**config.mk**
```make
export PLATFORM = sky130hd
export DESIGN_NAME = rtc_status_reg
export DESIGN_NICKNAME = d
export VERILOG_FILES = /design/src/rtl/rtc_status_pkg.sv /design/src/rtl/rtc_status_ctrl.sv /design/src/rtl/rtc_status_dp.sv /design/src/rtl/rtc_status_reg.sv
export SDC_FILE = /design/constraint.sdc
export NUM_CORES = 1
export LEC_CHECK = 0
export CORE_AREA = 2 2 39 41
export DETAILED_ROUTE_END_ITERATION = 8
export DIE_AREA = 0 0 41 43
export DONT_BUFFER_PORTS = 1
export GPL_ROUTABILITY_DRIVEN = 1
export PLACE_DENSITY = 0.4
export RECOVER_POWER = 50
export SETUP_SLACK_MARGIN = 0.05
export SYNTH_ARGS = -nofsm -noshare
export SYNTH_HDL_FRONTEND = slang
export SYNTH_SLANG_ARGS = --single-unit
```
**constraint.sdc**
```tcl
create_clock -name clk -period 2.7 [get_ports clk]
set_input_delay 0.405 -clock clk [delete_from_list [all_inputs] [get_ports clk]]
set_output_delay 0.405 -clock clk [all_outputs]
set_load 0.01 [all_outputs]
```
**src/rtl/rtc_status_pkg.sv**
```systemverilog
package rtc_status_pkg;
  localparam int DATA_W     = 8;
  localparam int NUM_ALARMS = 2;
  localparam logic [DATA_W-1:0] WEL_PATTERN  = 8'h02;
  localparam logic [DATA_W-1:0] RWEL_PATTERN = 8'h06;
  localparam logic [DATA_W-1:0] CLEAR_PATTERN = 8'h00;

  typedef struct packed {
    logic setWel;
    logic setRwel;
    logic clearLatches;
    logic takeSnap;
    logic dropAlarms;
    logic powerInit;
    logic clearFail;
  } statusStrobes_t;
endpackage

```
**src/rtl/rtc_status_ctrl.sv**
```systemverilog
module rtc_status_ctrl
  import rtc_status_pkg::*;
(
  input  logic              srWrite,
  input  logic [DATA_W-1:0] wrData,
  input  logic              ccrWrite,
  input  logic              rdStart,
  input  logic              rdEnd,
  input  logic              powerUp,
  input  logic              bothLost,
  input  logic              welQ,
  input  logic              rwelQ,
  output statusStrobes_t    strobes,
  output logic              ccrGrant
);
  logic grantInt;

  always_comb begin
    grantInt = ccrWrite && welQ && rwelQ;
    strobes.setWel       = srWrite && (wrData == WEL_PATTERN);
    strobes.setRwel      = srWrite && (wrData == RWEL_PATTERN) && welQ;
    strobes.clearLatches = srWrite && (wrData == CLEAR_PATTERN);
    strobes.takeSnap     = rdStart;
    strobes.dropAlarms   = rdEnd;
    strobes.powerInit    = powerUp && bothLost;
    strobes.clearFail    = grantInt;
  end

  assign ccrGrant = grantInt;
endmodule

```
**src/rtl/rtc_status_dp.sv**
```systemverilog
module rtc_status_dp
  import rtc_status_pkg::*;
(
  input  logic                  clk,
  input  logic                  rstN,
  input  statusStrobes_t        strobes,
  input  logic [NUM_ALARMS-1:0] alarmMatch,
  output logic                  welQ,
  output logic                  rwelQ,
  output logic [NUM_ALARMS-1:0] alarmQ,
  output logic                  failQ
);
  logic [NUM_ALARMS-1:0] snapQ;

  always_ff @(posedge clk or negedge rstN) begin
    if (!rstN) begin
      welQ  <= 1'b0;
      rwelQ <= 1'b0;
      failQ <= 1'b1;
    end else if (strobes.powerInit) begin
      welQ  <= 1'b0;
      rwelQ <= 1'b0;
      failQ <= 1'b1;
    end else begin
      if (strobes.clearLatches) begin
        welQ  <= 1'b0;
        rwelQ <= 1'b0;
      end else begin
        if (strobes.setWel)  welQ  <= 1'b1;
        if (strobes.setRwel) rwelQ <= 1'b1;
      end
      if (strobes.clearFail) failQ <= 1'b0;
    end
  end

  for (genvar i = 0; i < NUM_ALARMS; i++) begin : g_alarm
    always_ff @(posedge clk or negedge rstN) begin
      if (!rstN) begin
        alarmQ[i] <= 1'b0;
        snapQ[i]  <= 1'b0;
      end else if (strobes.powerInit) begin
        alarmQ[i] <= 1'b0;
        snapQ[i]  <= 1'b0;
      end else begin
        if (alarmMatch[i])
          alarmQ[i] <= 1'b1;
        else if (strobes.dropAlarms && snapQ[i])
          alarmQ[i] <= 1'b0;
        if (strobes.takeSnap)
          snapQ[i] <= alarmQ[i];
        else if (strobes.dropAlarms)
          snapQ[i] <= 1'b0;
      end
    end

    // a match pulse leaves its flag set
    a_r4_match_sets: assert property (@(posedge clk) disable iff (!rstN)
      alarmMatch[i] && !strobes.powerInit |=> alarmQ[i]);

    // a flag absent from the snapshot survives read end
    a_r5_fresh_survives: assert property (@(posedge clk) disable iff (!rstN)
      strobes.dropAlarms && !snapQ[i] && alarmQ[i] && !strobes.powerInit |=> alarmQ[i]);
  end

  // register latch never set without the write-enable latch
  a_r7_rwel_needs_wel: assert property (@(posedge clk) disable iff (!rstN)
    rwelQ |-> welQ);

  // clock-fail drops only after a granted control write
  a_r11_fail_drop_cause: assert property (@(posedge clk) disable iff (!rstN)
    $fell(failQ) |-> $past(strobes.clearFail));
endmodule

```
**src/rtl/rtc_status_reg.sv**
```systemverilog
module rtc_status_reg
  import rtc_status_pkg::*;
(
  input  logic                  clk,
  input  logic                  rstN,
  input  logic                  onBattery,
  input  logic [NUM_ALARMS-1:0] alarmMatch,
  input  logic                  powerUp,
  input  logic                  bothLost,
  input  logic                  srWrite,
  input  logic [DATA_W-1:0]     wrData,
  input  logic                  ccrWrite,
  input  logic                  rdStart,
  input  logic                  rdEnd,
  output logic [DATA_W-1:0]     statusByte,
  output logic                  ccrGrant
);
  statusStrobes_t        strobes;
  logic                  welQ;
  logic                  rwelQ;
  logic                  failQ;
  logic [NUM_ALARMS-1:0] alarmQ;

  rtc_status_ctrl u_ctrl (
    .srWrite (srWrite),
    .wrData  (wrData),
    .ccrWrite(ccrWrite),
    .rdStart (rdStart),
    .rdEnd   (rdEnd),
    .powerUp (powerUp),
    .bothLost(bothLost),
    .welQ    (welQ),
    .rwelQ   (rwelQ),
    .strobes (strobes),
    .ccrGrant(ccrGrant)
  );

  rtc_status_dp u_dp (
    .clk       (clk),
    .rstN      (rstN),
    .strobes   (strobes),
    .alarmMatch(alarmMatch),
    .welQ      (welQ),
    .rwelQ     (rwelQ),
    .alarmQ    (alarmQ),
    .failQ     (failQ)
  );

  assign statusByte = {onBattery, alarmQ, 2'b00, rwelQ, welQ, failQ};

  // spare bits stay zero
  a_r3_spare_zero: assert property (@(posedge clk) disable iff (!rstN)
    statusByte[4:3] == 2'b00);

  // a power-on event without total loss keeps clock-fail
  a_r12_partial_loss: assert property (@(posedge clk) disable iff (!rstN)
    powerUp && !bothLost && !ccrWrite |=> $stable(statusByte[0]));

  // a granted write always sees both latches set
  a_r10_grant_latched: assert property (@(posedge clk) disable iff (!rstN)
    ccrGrant |-> ccrWrite && statusByte[2] && statusByte[1]);
endmodule

```
==> results by group, run 1 <==
Setup path
  • Largest fanout on the critical path: 4
  • Crit path DAT: between 0.9 and 1 ns
  • CP max stage cell: dfrtp_1
  • CP Cell Sequence: and3_1
  • Worst Path Buf+Inv: 0
  • CP startpoint: u_dp.welQ$_DFFE_PN0P_
  • R2R Path Start: u_dp.welQ$_DFFE_PN0P_
  • Crit end category: output port
  • Worst Path Required: ~2.3 ns
  • Reg2reg setup slack: between 1.5 and 2 ns
  • Crit path kind: reg2out
  • Critical Path Start Type: register
  • Worst path max stage delay: around 0.42 ns
  • Family with the most delay on the worst path: flip-flops

Route
  • Vias: roughly 290
  • Via/cell ratio: 5.00
  • Number of remaining DRC errors: 0
  • Initial drt markers: 3
  • WL/cell: 12.9 um
  • Drt first pass iters: 4
  • Final wirelength: approximately 730 um
  • ANT nets after route: 0

STA
  • Final Hold Fails: 0
  • Setup violators final: 0
  • Slew Limit Fails: 0
  • Setup Skew: about 0.000058 ns
  • Final period util: 0.492
  • Sum Neg Setup Slack: 0 ns
  • Unrepaired setup endpoints after global routing: no
  • Crit path time final: 1.33 ns
  • PnR worst setup slack: about 1.4 ns
  • FMAX: 752 MHz

Logic synthesis
  • Synth area leader: dfrtp_1
  • EDFF count, synth: 0
  • Mapped Area: 397 um2
  • Post-synth cell types: 22
  • Post-Syn Instances: 42
  • Synth Register Bits: 7
  • Register area share after synthesis: 0.445
  • Top cells by area, synth: dfrtp_1, buf_4, dfstp_2
  • Syn Area/Cell: around 9.4 um2
  • Top FF cell, synth: dfrtp_1
  • Post-synth top area share: 0.379
  • Post-synth top cells: buf_4, dfrtp_1, nor2_1
  • Asr flop ratio synth: 1.00
  • Ys Warns: 0

Global routing
  • Antenna violations before repair: 0
  • GRT Overall Usage: 0.0969
  • Vias in the first global route: 280
  • Grt total ovfl: 0
  • Largest net degree at the start of global routing: 8
  • Global-route wire length before repair: ~1100 um

Clock network
  • Max clock buf depth: 2
  • Clock sink total: 7
  • H-tree depth: 1
  • TritonCTS clock tree: built
  • CTS clk-pin slew, worst paths: ~0.05 ns
  • CTS buffer count: 3
  • CTS Root Cell: clkbuf_4
  • Skew-Pair Late Insertion Delay: between 0.2 and 0.25 ns

Die
  • Starting Density: 0.287
  • Height of the die: 43 um
  • Die Area: approximately 1800 um2
  • Site Rows: 14
  • Ports: 28
  • DIE WIDTH: just over 40 um
  • Core ar.: about 1400 um2

Power
  • Tot Pwr: 227 uW
  • Worst VDD drop: 129 uV
  • PD cells: between 500 and 600 nW/um2
  • LEAKAGE: ~0.00017 uW

Placement
  • GPL Wtd Cong: roughly 0.54
  • DP Worst Slack: 1.35 ns
  • DPL Wire Length: between 500 and 600 um
  • Port Buffers: 0

Finish
  • Ant diodes: 0
  • Layout cell share with drive strength beyond 1: 0.171
  • Fin nets: 61
  • Area growth syn-to-layout: 2.84%
  • Post-layout util: 0.295

Run status
  • Status: finished clean

Run
  • Max-cap violations: 0

Min path
  • Hold Path Origin: alarmMatch[1]
  • Hold Path Class: in2reg
flip-flops by register name, indices dropped and copies added (netlist names):
name         flops
u_dp.alarmQ      2
u_dp.snapQ       2
u_dp.failQ       1
u_dp.rwelQ       1
u_dp.welQ        1
routing by layer:
metal	vias up	track usage	part of all wire
li1	140	-	-
met1	127	0.114	0.39
met2	18	0.131	0.51
met3	0	0.0209	0.094
met4	0	0.100	0
met5	-	0	0
cell families after synthesis:
logic type / after synthesis / share of synthesized area
flops: 7 / 0.445
other cells: 1 / 0.00945
buf+inv: 8 / 0.132
simple gates: 18 / 0.297
compound gates: 8 / 0.117
area by class of cell:
type	count	area [um2]
sequential	7	176
tap	16	20.0
inverter	1	3.75
fill	146	976
multi-input combinational	28	171
timing repair buffer	1	10.0
clock buffer	4	26.3
report_power, final:
group          internal [uW]  total [uW]  switching [uW]
Combinational           8.23        17.5            9.24
Clock                   56.2        92.4            36.2
Sequential               111         117            5.73
layout by cell type, fill, tap and decap left out, drive strengths merged, types with 2 or more instances in the layout:
| master | synthesis | final |
|---|---|---|
| a21oi | 4 | 4 |
| and3 | 2 | 2 |
| clkbuf | 1 | 4 |
| conb | 1 | 2 |
| dfrtp | 6 | 6 |
| nand2 | 2 | 2 |
| nor2 | 5 | 5 |
| nor3 | 2 | 2 |
| nor4b | 2 | 2 |
worst paths after layout:
| kind | to | cells past startpoint |
|---|---|---|
| max | ccrGrant | 1 |
| max in group asynchronous | u_dp.failQ$_DFFE_PN1P_ | 1 |
| min reg2reg | u_dp.failQ$_DFFE_PN1P_ | 2 |
| min | u_dp.alarmQ[1]$_DFFE_PN0P_ | 2 |
| max reg2reg | u_dp.rwelQ$_DFFE_PN0P_ | 3 |
| min in group asynchronous | u_dp.alarmQ[1]$_DFFE_PN0P_ | 1 |
what timing repair did:
action | 4_1_cts | 5_1_grt
resized for setup | 0 | 0
buffers inserted | 0 | 0
hold endpoints to repair | 7 | 0
hold buffers | 1 | 0
endpoints found under the setup margin | 0 | 0
per-stage QoR:
stage                     hold slack (ns)  instance area [um2]  std cells
final                               0.291                  408         57
after global routing                0.281                  408         57
after CTS                           0.285                  408         57
after detailed placement            0.110                  372         52
after global placement              0.110                  372         52
after floorplan                     0.109                  400         43
No activity file was read; power rests on OpenSTA's default activity.
==> run 2: changes to the inputs <==
--- a/config.mk
+++ b/config.mk
@@ -10,7 +10,7 @@
 export DIE_AREA = 0 0 41 43
 export DONT_BUFFER_PORTS = 1
 export GPL_ROUTABILITY_DRIVEN = 1
-export PLACE_DENSITY = 0.4
+export PLACE_DENSITY = 0.42
 export RECOVER_POWER = 50
 export SETUP_SLACK_MARGIN = 0.05
 export SYNTH_ARGS = -nofsm -noshare
==> constraint.sdc (replaced) <==
create_clock -name clk -period 1.2 [get_ports clk]
set_input_delay 0.18 -clock clk [delete_from_list [all_inputs] [get_ports clk]]
set_output_delay 0.18 -clock clk [all_outputs]
set_load 0.01 [all_outputs]
==> run 2 against run 1 <==
  * Clock skew is essentially flat
  * Utilization grew 0.45 points
  * Highest routed layer unchanged
  * First-iteration DRC count shrank 67%
  * Combinational power grew 120%
  * Via count shrank 0.35%
==> results by group, run 2 (same netlist as run 1, synthesis figures left out) <==
Finish
  • Cell area after layout: a little over 400 um2
  • Fin nets: 61
  • Most frequent cells in the layout: nor2_1, dfrtp_1, a21oi_1
  • Final non-filler cell total: 57
  • Layout cell share with drive strength beyond 1: 0.220
  • Area growth syn-to-layout: 4.42%
  • Post-layout util: 0.299
  • Biggest registers after layout: u_dp.alarmQ: 2 flops, u_dp.snapQ: 2 flops
  • Ant diodes: 0
  • Fillcell total: around 150

Clock network
  • Max clock buf depth: 2
  • CTS clk-pin slew, worst paths: approximately 0.05 ns
  • Skew-Pair Late Insertion Delay: 0.24 ns
  • Clock sink total: 7
  • CTS buffer count: 3
  • TritonCTS clock tree: built
  • CTS Root Cell: clkbuf_4
  • H-tree depth: 1

Placement
  • Inst Count DP: between 50 and 60
  • Port Buffers: 0
  • Dpl cell area: around 370 um2
  • GPL Wtd Cong: 0.550
  • DPL Wire Length: just under 600 um

Global routing
  • Global-route wire length before repair: around 1100 um
  • Largest net degree at the start of global routing: 8
  • Grt peak-use layer: met2
  • Met1 layer usage reported by global route: 0.105
  • Vias in the first global route: around 270
  • M2 GR Usage: 0.134
  • Met3 Usage GRT: 0.0262
  • Grt total ovfl: 0
  • GRT Overall Usage: 0.0959
  • Antenna violations before repair: 0

Run status
  • Status: finished clean

Power
  • Worst VDD drop: between 300 and 400 uV
  • PD cells: ~1200 nW/um2
  • LEAKAGE: approximately 0.00017 uW

Die
  • Ports: 28
  • DIE WIDTH: slightly above 40 um
  • Core ar.: approximately 1400 um2
  • Height of the die: 43 um
  • Die Area: between 1500 and 2000 um2
  • Site Rows: 14
  • Starting Density: 0.287

Route
  • Vias: roughly 280
  • Initial drt markers: 1
  • Final wirelength: between 700 and 800 um
  • Number of remaining DRC errors: 0
  • ANT nets after route: 0
  • Via/cell ratio: approximately 5
  • WL/cell: 12.5 um
  • Drt first pass iters: 4

Setup path
  • Family with the most delay on the worst path: flip-flops
  • Crit end category: output port
  • Worst Path Buf+Inv: 0
  • Critical Path Start Type: register
  • Crit path kind: reg2out
  • CP max stage cell: dfrtp_1
  • Largest fanout on the critical path: 3
  • CP Cell Sequence: and3_4
  • Worst path max stage delay: ~0.43 ns
  • Worst Path Required: 1.02 ns
  • Crit path DAT: roughly 0.90 ns

STA
  • Unrepaired setup endpoints after global routing: no
  • Slew Limit Fails: 0
  • Hold WS: 0.0655 ns
  • Final period util: 0.901
  • FMAX: roughly 930 MHz
  • Setup Skew: slightly below 0.0004 ns
  • Crit path time final: about 1.1 ns
  • Sum Neg Setup Slack: 0 ns
  • Final Hold Fails: 0
  • Setup violators final: 0

Run
  • Max-cap violations: 0

Min path
  • Hold Path Class: in2reg
run 2: changes by cell type in the layout (fill, tap and decap cells not counted):
| cell | delta |
|---|---|
| and3_1 | -1 |
| and3_4 | +1 |
| dfrtp_1 | -1 |
| dfrtp_2 | +1 |
run 2: through the flow:
step                total power, uW  setup slack, ns
floorplan                       302            0.106
global placement                298            0.103
detailed placement              299           0.0653
CTS                             529           0.0604
global route                    545           0.0741
finish                          509            0.119
run 2: worst paths after layout:
check | from | to | slack, ns | cells after the start
worst max-delay path | u_dp.rwelQ$_DFFE_PN0P_ | ccrGrant | 0.12 | 1
worst min-delay path | alarmMatch[1] | u_dp.alarmQ[1]$_DFFE_PN0P_ | 0.07 | 2
worst max register to register | u_dp.welQ$_DFFE_PN0P_ | u_dp.rwelQ$_DFFE_PN0P_ | 0.23 | 3
worst min register to register | u_dp.failQ$_DFFE_PN1P_ | u_dp.failQ$_DFFE_PN1P_ | 0.50 | 2
max in group asynchronous | rstN | u_dp.failQ$_DFFE_PN1P_ | 0.65 | 1
min in group asynchronous | rstN | u_dp.alarmQ[1]$_DFFE_PN0P_ | 0.26 | 1
run 2: report_power, final:
part,internal [uW],switching (uW),total (uW)
sequential,250,13.0,263
clock,126,80.6,207
combinational,18.5,20.2,38.8
run 2: layout make-up:
cell class | instances | area [um2] | area share
Clock buffer | 4 | 26.3 | 0.0634
Inverter | 1 | 3.75 | 0.00906
Multi-Input combinational cell | 28 | 176 | 0.426
Sequential cell | 7 | 178 | 0.429
Tap cell | 16 | 20.0 | 0.0483
Timing Repair Buffer | 1 | 10.0 | 0.0242
run 2: per-layer routing:
metal	vias up	wire [um]
met3	0	89
met5	-	0
met2	21	331
met4	0	0
li1	142	-
met1	121	292
run 2: what timing repair did:
item,in CTS,in global routing
endpoints found under the hold margin,7,0
hold buffers,1,0
resized for setup,0,3
setup buffers,0,0
endpoints found under the setup margin,0,1
